$ cat config.mk
export PLATFORM = sky130hd
export DESIGN_NAME = sprom_access_dec
export DESIGN_NICKNAME = d
export VERILOG_FILES = /design/src/rtl/sprom_pkg.sv /design/src/rtl/sprom_legal_dec.sv /design/src/rtl/sprom_store.sv /design/src/rtl/sprom_fwd_ctrl.sv /design/src/rtl/sprom_access_dec.sv
export SDC_FILE = /design/constraint.sdc
export NUM_CORES = 1
export LEC_CHECK = 0
export CORE_AREA = 2 2 247 224
export DETAILED_ROUTE_END_ITERATION = 8
export DIE_AREA = 0 0 249 226
export DONT_BUFFER_PORTS = 1
export GPL_TIMING_DRIVEN = 0
export SKIP_LAST_GASP = 1
export SYNTH_ARGS = -nofsm -noshare
export SYNTH_HDL_FRONTEND = slang
export SYNTH_HIERARCHICAL = 1
export SYNTH_SLANG_ARGS = --single-unit
$ cat constraint.sdc
create_clock -name clk -period 3.2 [get_ports clk]
set_input_delay 0.32 -clock clk [delete_from_list [all_inputs] [get_ports clk]]
set_output_delay 0.32 -clock clk [all_outputs]
set_load 0.01 [all_outputs]
$ cat src/rtl/sprom_pkg.sv
package sprom_pkg;
   typedef enum logic [1:0] {
      SZ_B1  = 2'd0,
      SZ_B2  = 2'd1,
      SZ_B4  = 2'd2,
      SZ_RSV = 2'd3
   } acc_size_e;

   // all ones across the width of an access
   function automatic logic [31:0] width_ones(input logic [1:0] sz);
      case (acc_size_e'(sz))
         SZ_B1:   width_ones = 32'h0000_00FF;
         SZ_B2:   width_ones = 32'h0000_FFFF;
         default: width_ones = 32'hFFFF_FFFF;
      endcase
   endfunction

   // byte lanes touched by an access
   function automatic logic [3:0] lane_mask(input logic [1:0] sz);
      case (acc_size_e'(sz))
         SZ_B1:   lane_mask = 4'b0001;
         SZ_B2:   lane_mask = 4'b0011;
         SZ_B4:   lane_mask = 4'b1111;
         default: lane_mask = 4'b0000;
      endcase
   endfunction
endpackage

$ cat src/rtl/sprom_legal_dec.sv
module sprom_legal_dec
   import sprom_pkg::*;
#(
   parameter int ADDR_W = 8,
   parameter int IDX_W  = 4
) (
   input  logic [ADDR_W-1:0] addr,
   input  logic [1:0]        size,
   input  logic              dword_mode,
   output logic              hit_prom,
   output logic              prom_ok,
   output logic              fwd_ok
);
   logic narrow_ok, wide_ok;

   assign hit_prom = (addr[ADDR_W-1:IDX_W] == '0);

   always_comb begin
      narrow_ok = (acc_size_e'(size) == SZ_B1) ||
                  ((acc_size_e'(size) == SZ_B2) && !addr[0]);
      wide_ok   = (acc_size_e'(size) == SZ_B4) && (addr[1:0] == 2'b00);
      prom_ok   = hit_prom && (dword_mode ? wide_ok : narrow_ok);
      fwd_ok    = !hit_prom &&
                  ((acc_size_e'(size) == SZ_B2) || (acc_size_e'(size) == SZ_B4));
   end
endmodule

$ cat src/rtl/sprom_store.sv
module sprom_store #(
   parameter int                      BYTES = 16,
   parameter int                      IDX_W = 4,
   parameter logic [8*BYTES-1:0]      INIT  = '0
) (
   input  logic                 clk,
   input  logic                 rst_n,
   input  logic                 we,
   input  logic [IDX_W-1:0]     idx,
   input  logic [3:0]           lanes,
   input  logic [31:0]          wdata,
   output logic [8*BYTES-1:0]   image
);
   for (genvar b = 0; b < BYTES; b++) begin : g_byte
      logic       hit;
      logic [7:0] nxt;
      logic [7:0] q;

      always_comb begin
         hit = 1'b0;
         nxt = q;
         for (int l = 0; l < 4; l++) begin
            if (lanes[l] && (IDX_W'(idx + IDX_W'(l)) == IDX_W'(b))) begin
               hit = 1'b1;
               nxt = wdata[8*l +: 8];
            end
         end
      end

      always_ff @(posedge clk or negedge rst_n) begin
         if (!rst_n)         q <= INIT[8*b +: 8];
         else if (we && hit) q <= nxt;
      end

      assign image[8*b +: 8] = q;
   end
endmodule

$ cat src/rtl/sprom_fwd_ctrl.sv
module sprom_fwd_ctrl #(
   parameter int ADDR_W = 8
) (
   input  logic              clk,
   input  logic              rst_n,
   input  logic              start,
   input  logic              wr,
   input  logic [ADDR_W-1:0] addr,
   input  logic [1:0]        size,
   input  logic [31:0]       wdata,
   output logic              busy,
   output logic              done,
   output logic [31:0]       done_rdata,
   output logic              rp_req,
   output logic              rp_wr,
   output logic [ADDR_W-1:0] rp_addr,
   output logic [1:0]        rp_size,
   output logic [31:0]       rp_wdata,
   input  logic [31:0]       rp_rdata,
   input  logic              rp_ready
);
   assign busy = rp_req;

   always_ff @(posedge clk or negedge rst_n) begin
      if (!rst_n) begin
         rp_req     <= 1'b0;
         rp_wr      <= 1'b0;
         rp_addr    <= '0;
         rp_size    <= '0;
         rp_wdata   <= '0;
         done       <= 1'b0;
         done_rdata <= '0;
      end else begin
         done <= 1'b0;
         if (!rp_req) begin
            if (start) begin
               rp_req   <= 1'b1;
               rp_wr    <= wr;
               rp_addr  <= addr;
               rp_size  <= size;
               rp_wdata <= wdata;
            end
         end else if (rp_ready) begin
            rp_req     <= 1'b0;
            done       <= 1'b1;
            done_rdata <= rp_wr ? 32'h0 : rp_rdata;
         end
      end
   end
endmodule

$ cat src/rtl/sprom_access_dec.sv
module sprom_access_dec
   import sprom_pkg::*;
#(
   parameter int                        ADDR_W     = 8,
   parameter int                        PROM_BYTES = 16,
   parameter logic [8*PROM_BYTES-1:0]   PROM_INIT  = 128'hFEDC_BA98_7654_3210_EFCD_AB89_6745_2301
) (
   input  logic              clk,
   input  logic              rst_n,
   input  logic              host_req,
   input  logic              host_wr,
   input  logic [ADDR_W-1:0] host_addr,
   input  logic [1:0]        host_size,
   input  logic [31:0]       host_wdata,
   output logic [31:0]       host_rdata,
   output logic              host_ready,
   input  logic              dword_mode,
   input  logic              prom_we,
   output logic              rp_req,
   output logic              rp_wr,
   output logic [ADDR_W-1:0] rp_addr,
   output logic [1:0]        rp_size,
   output logic [31:0]       rp_wdata,
   input  logic [31:0]       rp_rdata,
   input  logic              rp_ready
);
   localparam int IDX_W = $clog2(PROM_BYTES);

   if (PROM_BYTES < 4 || (PROM_BYTES & (PROM_BYTES - 1)) != 0) begin : g_bad_bytes
      $error("PROM_BYTES must be a power of two of at least 4");
   end
   if (ADDR_W <= IDX_W) begin : g_bad_addr
      $error("ADDR_W must exceed the PROM index width");
   end

   logic                    hit_prom, prom_ok, fwd_ok;
   logic                    fwd_busy, fwd_done;
   logic [31:0]             fwd_rdata;
   logic                    accept, local_take, store_we;
   logic [IDX_W-1:0]        idx;
   logic [8*PROM_BYTES-1:0] prom_image;
   logic [31:0]             rd_bytes, local_rdata;
   logic                    loc_rdy_q;
   logic [31:0]             loc_rdata_q;

   assign accept     = host_req && !fwd_busy;
   assign local_take = accept && !fwd_ok;
   assign idx        = host_addr[IDX_W-1:0];
   assign store_we   = local_take && host_wr && prom_ok && prom_we;

   sprom_legal_dec #(.ADDR_W(ADDR_W), .IDX_W(IDX_W)) u_dec (
      .addr       (host_addr),
      .size       (host_size),
      .dword_mode (dword_mode),
      .hit_prom   (hit_prom),
      .prom_ok    (prom_ok),
      .fwd_ok     (fwd_ok)
   );

   sprom_store #(.BYTES(PROM_BYTES), .IDX_W(IDX_W), .INIT(PROM_INIT)) u_store (
      .clk   (clk),
      .rst_n (rst_n),
      .we    (store_we),
      .idx   (idx),
      .lanes (lane_mask(host_size)),
      .wdata (host_wdata),
      .image (prom_image)
   );

   sprom_fwd_ctrl #(.ADDR_W(ADDR_W)) u_fwd (
      .clk        (clk),
      .rst_n      (rst_n),
      .start      (accept && fwd_ok),
      .wr         (host_wr),
      .addr       (host_addr),
      .size       (host_size),
      .wdata      (host_wdata),
      .busy       (fwd_busy),
      .done       (fwd_done),
      .done_rdata (fwd_rdata),
      .rp_req     (rp_req),
      .rp_wr      (rp_wr),
      .rp_addr    (rp_addr),
      .rp_size    (rp_size),
      .rp_wdata   (rp_wdata),
      .rp_rdata   (rp_rdata),
      .rp_ready   (rp_ready)
   );

   // little-endian gather of up to four PROM bytes
   always_comb begin
      for (int l = 0; l < 4; l++) begin
         rd_bytes[8*l +: 8] = prom_image[8*int'(IDX_W'(idx + IDX_W'(l))) +: 8];
      end
      if (host_wr)      local_rdata = 32'h0;
      else if (prom_ok) local_rdata = rd_bytes & width_ones(host_size);
      else              local_rdata = width_ones(host_size);
   end

   always_ff @(posedge clk or negedge rst_n) begin
      if (!rst_n) begin
         loc_rdy_q   <= 1'b0;
         loc_rdata_q <= '0;
      end else begin
         loc_rdy_q <= local_take;
         if (local_take) loc_rdata_q <= local_rdata;
      end
   end

   assign host_ready = loc_rdy_q || fwd_done;
   assign host_rdata = loc_rdy_q ? loc_rdata_q : fwd_rdata;

   logic unused_hit;
   assign unused_hit = hit_prom;
endmodule

---- Word level (Yosys, flattened, before mapping) ----
Index checks and enable logic that the tools add are counted.
storage, ports and cells
  bits in registers ....................... 238
  input port bits ......................... 81
operators by class
  add/subtract/negate cells ............... 3
  muxes and demuxes ....................... 142
  bitwise gates (word level) .............. 2
  shifts and indexed selects .............. 4
  eq/ne operators ......................... 62
  reductions and logical operators ........ 138
operator list
  kind                                            number
  2-to-1 mux 8 bit                                64
  indexed part select 128 x 8 -> 8 bit            4
  2-to-1 mux 32 bit                               6
  == test 4 bit (second input constant)           32
  logical AND 1 bit                               90
  2-to-1 mux 1 bit                                70
  == test 4 x 3 -> 1 bit (second input constant)  16
  one-hot mux 32 bit (2 select lines)             1
  nonzero test 4 bit                              16
  AND reduction 2 bit                             18
  AND 32 bit                                      1
  == test 4 x 2 -> 1 bit (second input constant)  8
  logical NOT 4 bit                               5
  == test 4 x 1 -> 1 bit (second input constant)  4
  one-hot mux 4 bit (3 select lines)              1
  adder 4 x 2 -> 4 bit (second input constant)    2
  adder 4 x 1 -> 4 bit (second input constant)    1
  logical NOT 1 bit                               4
  logical NOT 2 bit                               2
  logical OR 1 bit                                3
  == test 2 x 1 -> 1 bit (second input constant)  1
  == test 2 bit (second input constant)           1
  inverter 1 bit                                  1

---- Longest topological paths before layout ----
  word-level depth ........................ 10
  depth in mapped cells ................... 14
  depth with buffers taken out ............ 11

---- By module ----
Netlist, hierarchy kept.
by module, submodules not included
  module            times used  seq. area each (µm²)  cells an instance  area an instance (µm²)
  sprom_store       1           3,283.1               962                9,280.2
  sprom_access_dec  1           825.8                 465                5,959.5
  sprom_fwd_ctrl    1           1,926.8               201                3,293.2
  sprom_legal_dec   1           0.0                   11                 105.1

---- Worst setup path after synthesis ----
OpenSTA, ideal clock, no wires.
  kind .................................... input port to flip-flop
  start point ............................. input host_size[0]
  end point ............................... register u_store.g_byte[11].q[0]
  setup slack ............................. 0.060 ns
  arrival ................................. 3.075 ns
  stages on the path ...................... 12
  buffers on the path ..................... 3
  cell sequence ........................... inv_1 ha_1 nor2b_1 or3b_1 clkbuf_1 clkbuf_1 nor3_1 clkbuf_1 nor3b_1 nand2_1 o21ai_1 o221a_2
on the way
  cells in the longest elaborated chain, start to end .. 10
  elaborated cells on any way between the ends .. 30
RTL lines
  element                                                         line                    RTL
  start, declared                                                 sprom_access_dec.sv:13  input logic [1:0] host_size,
  == test 2 x 1 -> 1 bit / == test 2 bit (equally long branches)  sprom_legal_dec.sv:24   ((acc_size_e'(size) == SZ_B2) || (acc_size_e'(size) == SZ_B4));
  logical OR 1 bit (*)                                            sprom_legal_dec.sv:24
  logical AND 1 bit (*)                                           sprom_legal_dec.sv:23   fwd_ok = !hit_prom &&
  named net fwd_ok                                                sprom_access_dec.sv:36  logic hit_prom, prom_ok, fwd_ok;
  logical NOT 1 bit (*)                                           sprom_access_dec.sv:47  assign local_take = accept && !fwd_ok;
  logical AND 1 bit (*)                                           sprom_access_dec.sv:47
  logical AND 1 bit (*) (3 in a row)                              sprom_access_dec.sv:49  assign store_we = local_take && host_wr && prom_ok && prom_we;
  named net store_we                                              sprom_access_dec.sv:39  logic accept, local_take, store_we;
  logical AND 1 bit (*)                                           sprom_store.sv:32       else if (we && hit) q <= nxt;
  AND reduction 2 bit (no source line) (*)                        -
  end signal, assigned                                            sprom_store.sv:31       if (!rst_n) q <= INIT[8*b +: 8];
  end signal, assigned                                            sprom_store.sv:32
  end, declared                                                   sprom_store.sv:17       logic [7:0] q;
The timed path passes the listed nets; every way through them passes the cells marked *.
A chain may end at the register's enable or synchronous reset.

---- Worst setup path after layout ----
  start point ............................. input host_addr[0]
  end point ............................... register loc_rdata_q[14]
on the way
  cells in the longest elaborated chain, start to end .. 7
  elaborated cells on any way between the ends .. 12
RTL lines
  element                                                                       line                     RTL
  start, declared                                                               sprom_access_dec.sv:12   input logic [ADDR_W-1:0] host_addr,
  parallel branches: the longest is 5 deep, another holds adder 4 x 1 -> 4 bit  -
  2-to-1 mux 32 bit (*)                                                         sprom_access_dec.sv:96   else if (prom_ok) local_rdata = rd_bytes & width_ones(host_size);
  2-to-1 mux 32 bit (*)                                                         sprom_access_dec.sv:95   if (host_wr) local_rdata = 32'h0;
  end signal, assigned                                                          sprom_access_dec.sv:106  if (local_take) loc_rdata_q <= local_rdata;
  end, declared                                                                 sprom_access_dec.sv:44   logic [31:0] loc_rdata_q;
Mark *: on every way between the ends.

==> reports/metrics.csv <==
stage;metric;value;unit
clock_tree;ctsHoldBuffers;66;
worst_setup_path;cp.required;3.65;ns
hold_path;hold_path_class;in2async;
yosys;avgSynthCellArea;11.4;um2
global_routing;track_usage;0.270;
yosys;synthFlopType;dfrtp_1;
power;p_int;6850;uW
sta;slew_headroom;0.226;
yosys;syn-num-nets;1734;
place;gp_congestion;1.03;
clock_tree;cts_buffers;29;
drt;vias;16000;
status;status;complete, but fails checks;
drt;drc;0;
clock_tree;cts_tree;built;
floorplan;io_pins;158;
sta;rsz0062_at_grt;false;
drt;wl;77300;um
power;p_per_area;467;mW/mm2
sta;hold_ws;-0.560;ns
yosys;synth.most_common_cell;dfrtp_1;
floorplan;core;0.0538;mm2
drt;drt_pass1_iterations;7;
worst_setup_path;reg2reg_depth;8;
sta;fin_skew;0.0165;ns
drt;wire_per_inst;31.3;um
clock_tree;clk_latency;0.60;ns
floorplan;fp.dieH;226;um
sta;final.min_clock_period;3.10;ns
worst_setup_path;r2r-start;u_fwd/busy;
drt;ant_nets;0;
final_layout;final_area;0.0214;mm2
worst_setup_path;path_class;in2reg;
worst_setup_path;slowest_delay;0.44;ns
status;violations;hold timing;
drt;drt_first_iter_violations;2476;
worst_setup_path;crit_path_cell_trace;buf_6, clkbuf_1, clkinv_1, ha_1, buf_2, buf_2, buf_2, mux4_2, a22oi_1, a31oi_1;
global_routing;grt_pass1_vias;15200;
global_routing;grt_pass1_wl;112000;um
job;cap_violations;0;
global_routing;antenna_found_initial;3;
sta;fin_ws;0.102;ns
clock_tree;clockRootBuffer;clkbuf_16;
clock_tree;path_clk_slew;0.06;ns
power;p_leak;0.00847;uW
floorplan;die_area;0.0563;mm2
final_layout;area.growth.synth_to_final;14.9;%
yosys;ys_top_cells_by_area;dfrtp_1, mux4_2, dfstp_2, mux2_2, mux2i_1;
sta;tightest_slew;1.15;ns
clock_tree;cts_max_level;1;
worst_setup_path;path_common_cell;buf_2;
floorplan;start_util;0.346;
place;dp_hpwl;58500;um
final_layout;final-instance-count-excl-fill;2468;
worst_setup_path;critPathSlowestCell;clkinv_1;
power;p_sw_frac;0.315;
yosys;ys_seq_area_frac;0.324;
power;total_power;10000;uW
yosys;yosysTopAreaCell;dfrtp_1;
yosys;synthArstFlopShare;1.00;
power;ir_worst_vdd;0.399;mV
floorplan;fp.dieW;249;um
floorplan;rows;81;
yosys;synth-warning-count;6;
power;power.switching;3150;uW
final_layout;multi_input_area;0.0118;mm2
yosys;ys_types;80;
worst_setup_path;critical_path.max_fanout;10;
final_layout;seq_area;0.00604;mm2
sta;fmaxAchievable;323;MHz
yosys;synth_edf_count;0;
power;p_seq_frac;0.407;
power;clockPowerShare;0.358;
global_routing;grt_max_degree;239;
final_layout;antenna_cells;0;
worst_setup_path;critPathArrivalTime;3.55;ns
yosys;synth.cells.most_frequent;dfrtp_1, mux2_2, mux2i_1, mux4_2, nand2_1;
power;pwr-share-comb;0.235;
place;port_buffers;0;
place;dp_cells;2344;
sta;slew_viol_final;0;
worst_setup_path;reg2reg_to;u_store/g_byte[15].q[7];
yosys;ys_ff_latch;238;
worst_setup_path;cp-end-kind;flip-flop;
worst_setup_path;path_delay_family;buffers and inverters;
sta;finalHoldViolCount;238;
sta;setup-violations-final;0;
yosys;synth.cell_area;0.0186;mm2
yosys;synthCells;1639;
final_layout;fin_nets;1835;
yosys;netlist.area_leader.share;0.234;
worst_setup_path;ff2ff_setup_slack;0.13;ns
clock_tree;clkSinkCount;238;
sta;fin_crit_sh;0.968;
clock_tree;clockBufferDepth;3;
worst_setup_path;startpoint_type;primary input;
final_layout;drive_gt1_frac;0.365;
drt;via_per_inst;6.49;
place;dp_slack;-1.51;ns
global_routing;globalRoute.totalOverflow;0;
worst_setup_path;crit_buf_inv;6;
final_layout;fillers;5127;
place;placed_cell_area;0.0195;mm2
[area by class of cell]
| type | count | share of cell area |
|---|---|---|
| multi-input cells | 1232 | 0.552 |
| inverters | 14 | 0.00245 |
| clock buffers | 37 | 0.0367 |
| well taps | 705 | 0.0412 |
| plain buffers | 153 | 0.0412 |
| repair buffers | 72 | 0.0335 |
| flip-flops and latches | 238 | 0.282 |
| clock inverters | 17 | 0.0113 |
[flip-flops by register name (all words and copies together) (netlist names)]
register,cells
u_fwd/rp_wr,1
u_fwd/done_rdata,32
u_fwd/rp_addr,8
u_fwd/done,1
u_store/g_byte.q,128
loc_rdata_q,32
u_fwd/rp_wdata,32
loc_rdy_q,1
u_fwd/busy,1
u_fwd/rp_size,2
[placed cells by master, fill, tap and decap left out, drive strengths merged, types with 7 or more instances in the layout]
master	count
o211ai	33
dfstp	64
dfrtp	174
o221ai	31
buf	88
nand2	122
mux4	123
and2	15
o22ai	41
or3	11
a22oi	18
a21oi	91
and3	9
clkinv	11
mux2	193
a211oi	14
o221a	60
a2111o	10
nand2b	38
nor2b	40
ha	14
a31oi	8
inv	13
dlygate4sd3	66
clkbuf	108
nor2	72
o21ai	38
mux2i	131
nand3	7
nor3	36
[logic make-up (layout without fill, tap and decap cells)]
kind of cell             Yosys count  count (layout)  share of synthesized area
AO/OA/AOI/OAI                    374             374                      0.156
XOR/XNOR                          11              11                    0.00759
adder cells (fa/ha/maj)           14              14                    0.00940
buffers and inverters            169             293                     0.0492
flip-flops                       238             238                      0.324
multiplexers                     447             447                      0.343
AND/OR/NAND/NOR                  386             386                      0.111
[timing repair]
action                                  CTS  global route
gates resized for setup                  38            10
hold endpoints to repair                305           238
pin swaps                                 2             2
endpoints found under the setup margin  143            83
buffers inserted                          1             5
[power by group through the flow]
stage	registers, uW	logic [uW]	clock network [uW]
2_1_floorplan	3950	1750	0
3_3_place_gp	4100	2180	0
3_5_place_dp	4120	2210	0
4_1_cts	4080	2300	3640
5_1_grt	4140	2480	3780
6_report	4070	2350	3580
[worst max path at each step]
stage | from | to | slack [ns] | cells after the start
after detailed placement | host_size[0] | u_store/g_byte[11].q[7] | -1.51 | 12
after floorplan | host_size[0] | u_store/g_byte[11].q[0] | 0.06 | 12
after global routing | u_fwd/busy | u_store/g_byte[9].q[2] | 0.01 | 10
after global placement | host_addr[5] | u_store/g_byte[11].q[5] | -1.60 | 11
final | host_addr[0] | loc_rdata_q[14] | 0.10 | 10
after CTS | u_fwd/busy | u_store/g_byte[1].q[7] | 0.01 | 10
[stage by stage]
step                TNS (ns)  utilization
finish                     0        0.398
global route               0        0.398
CTS                        0        0.397
detailed placement   -158.89        0.363
global placement     -168.83        0.363
floorplan                  0            -
[layer usage]
layer  wire length [um]  vias to the layer above  global-route usage
met3              10800                      213               0.102
met4               3870                        6               0.106
met1              30600                     8019               0.361
met2              32000                     1201               0.394
met5                 41                        -                   0
li1                   -                     6582                   -
Note: power is estimated with default switching activity, not from simulation.
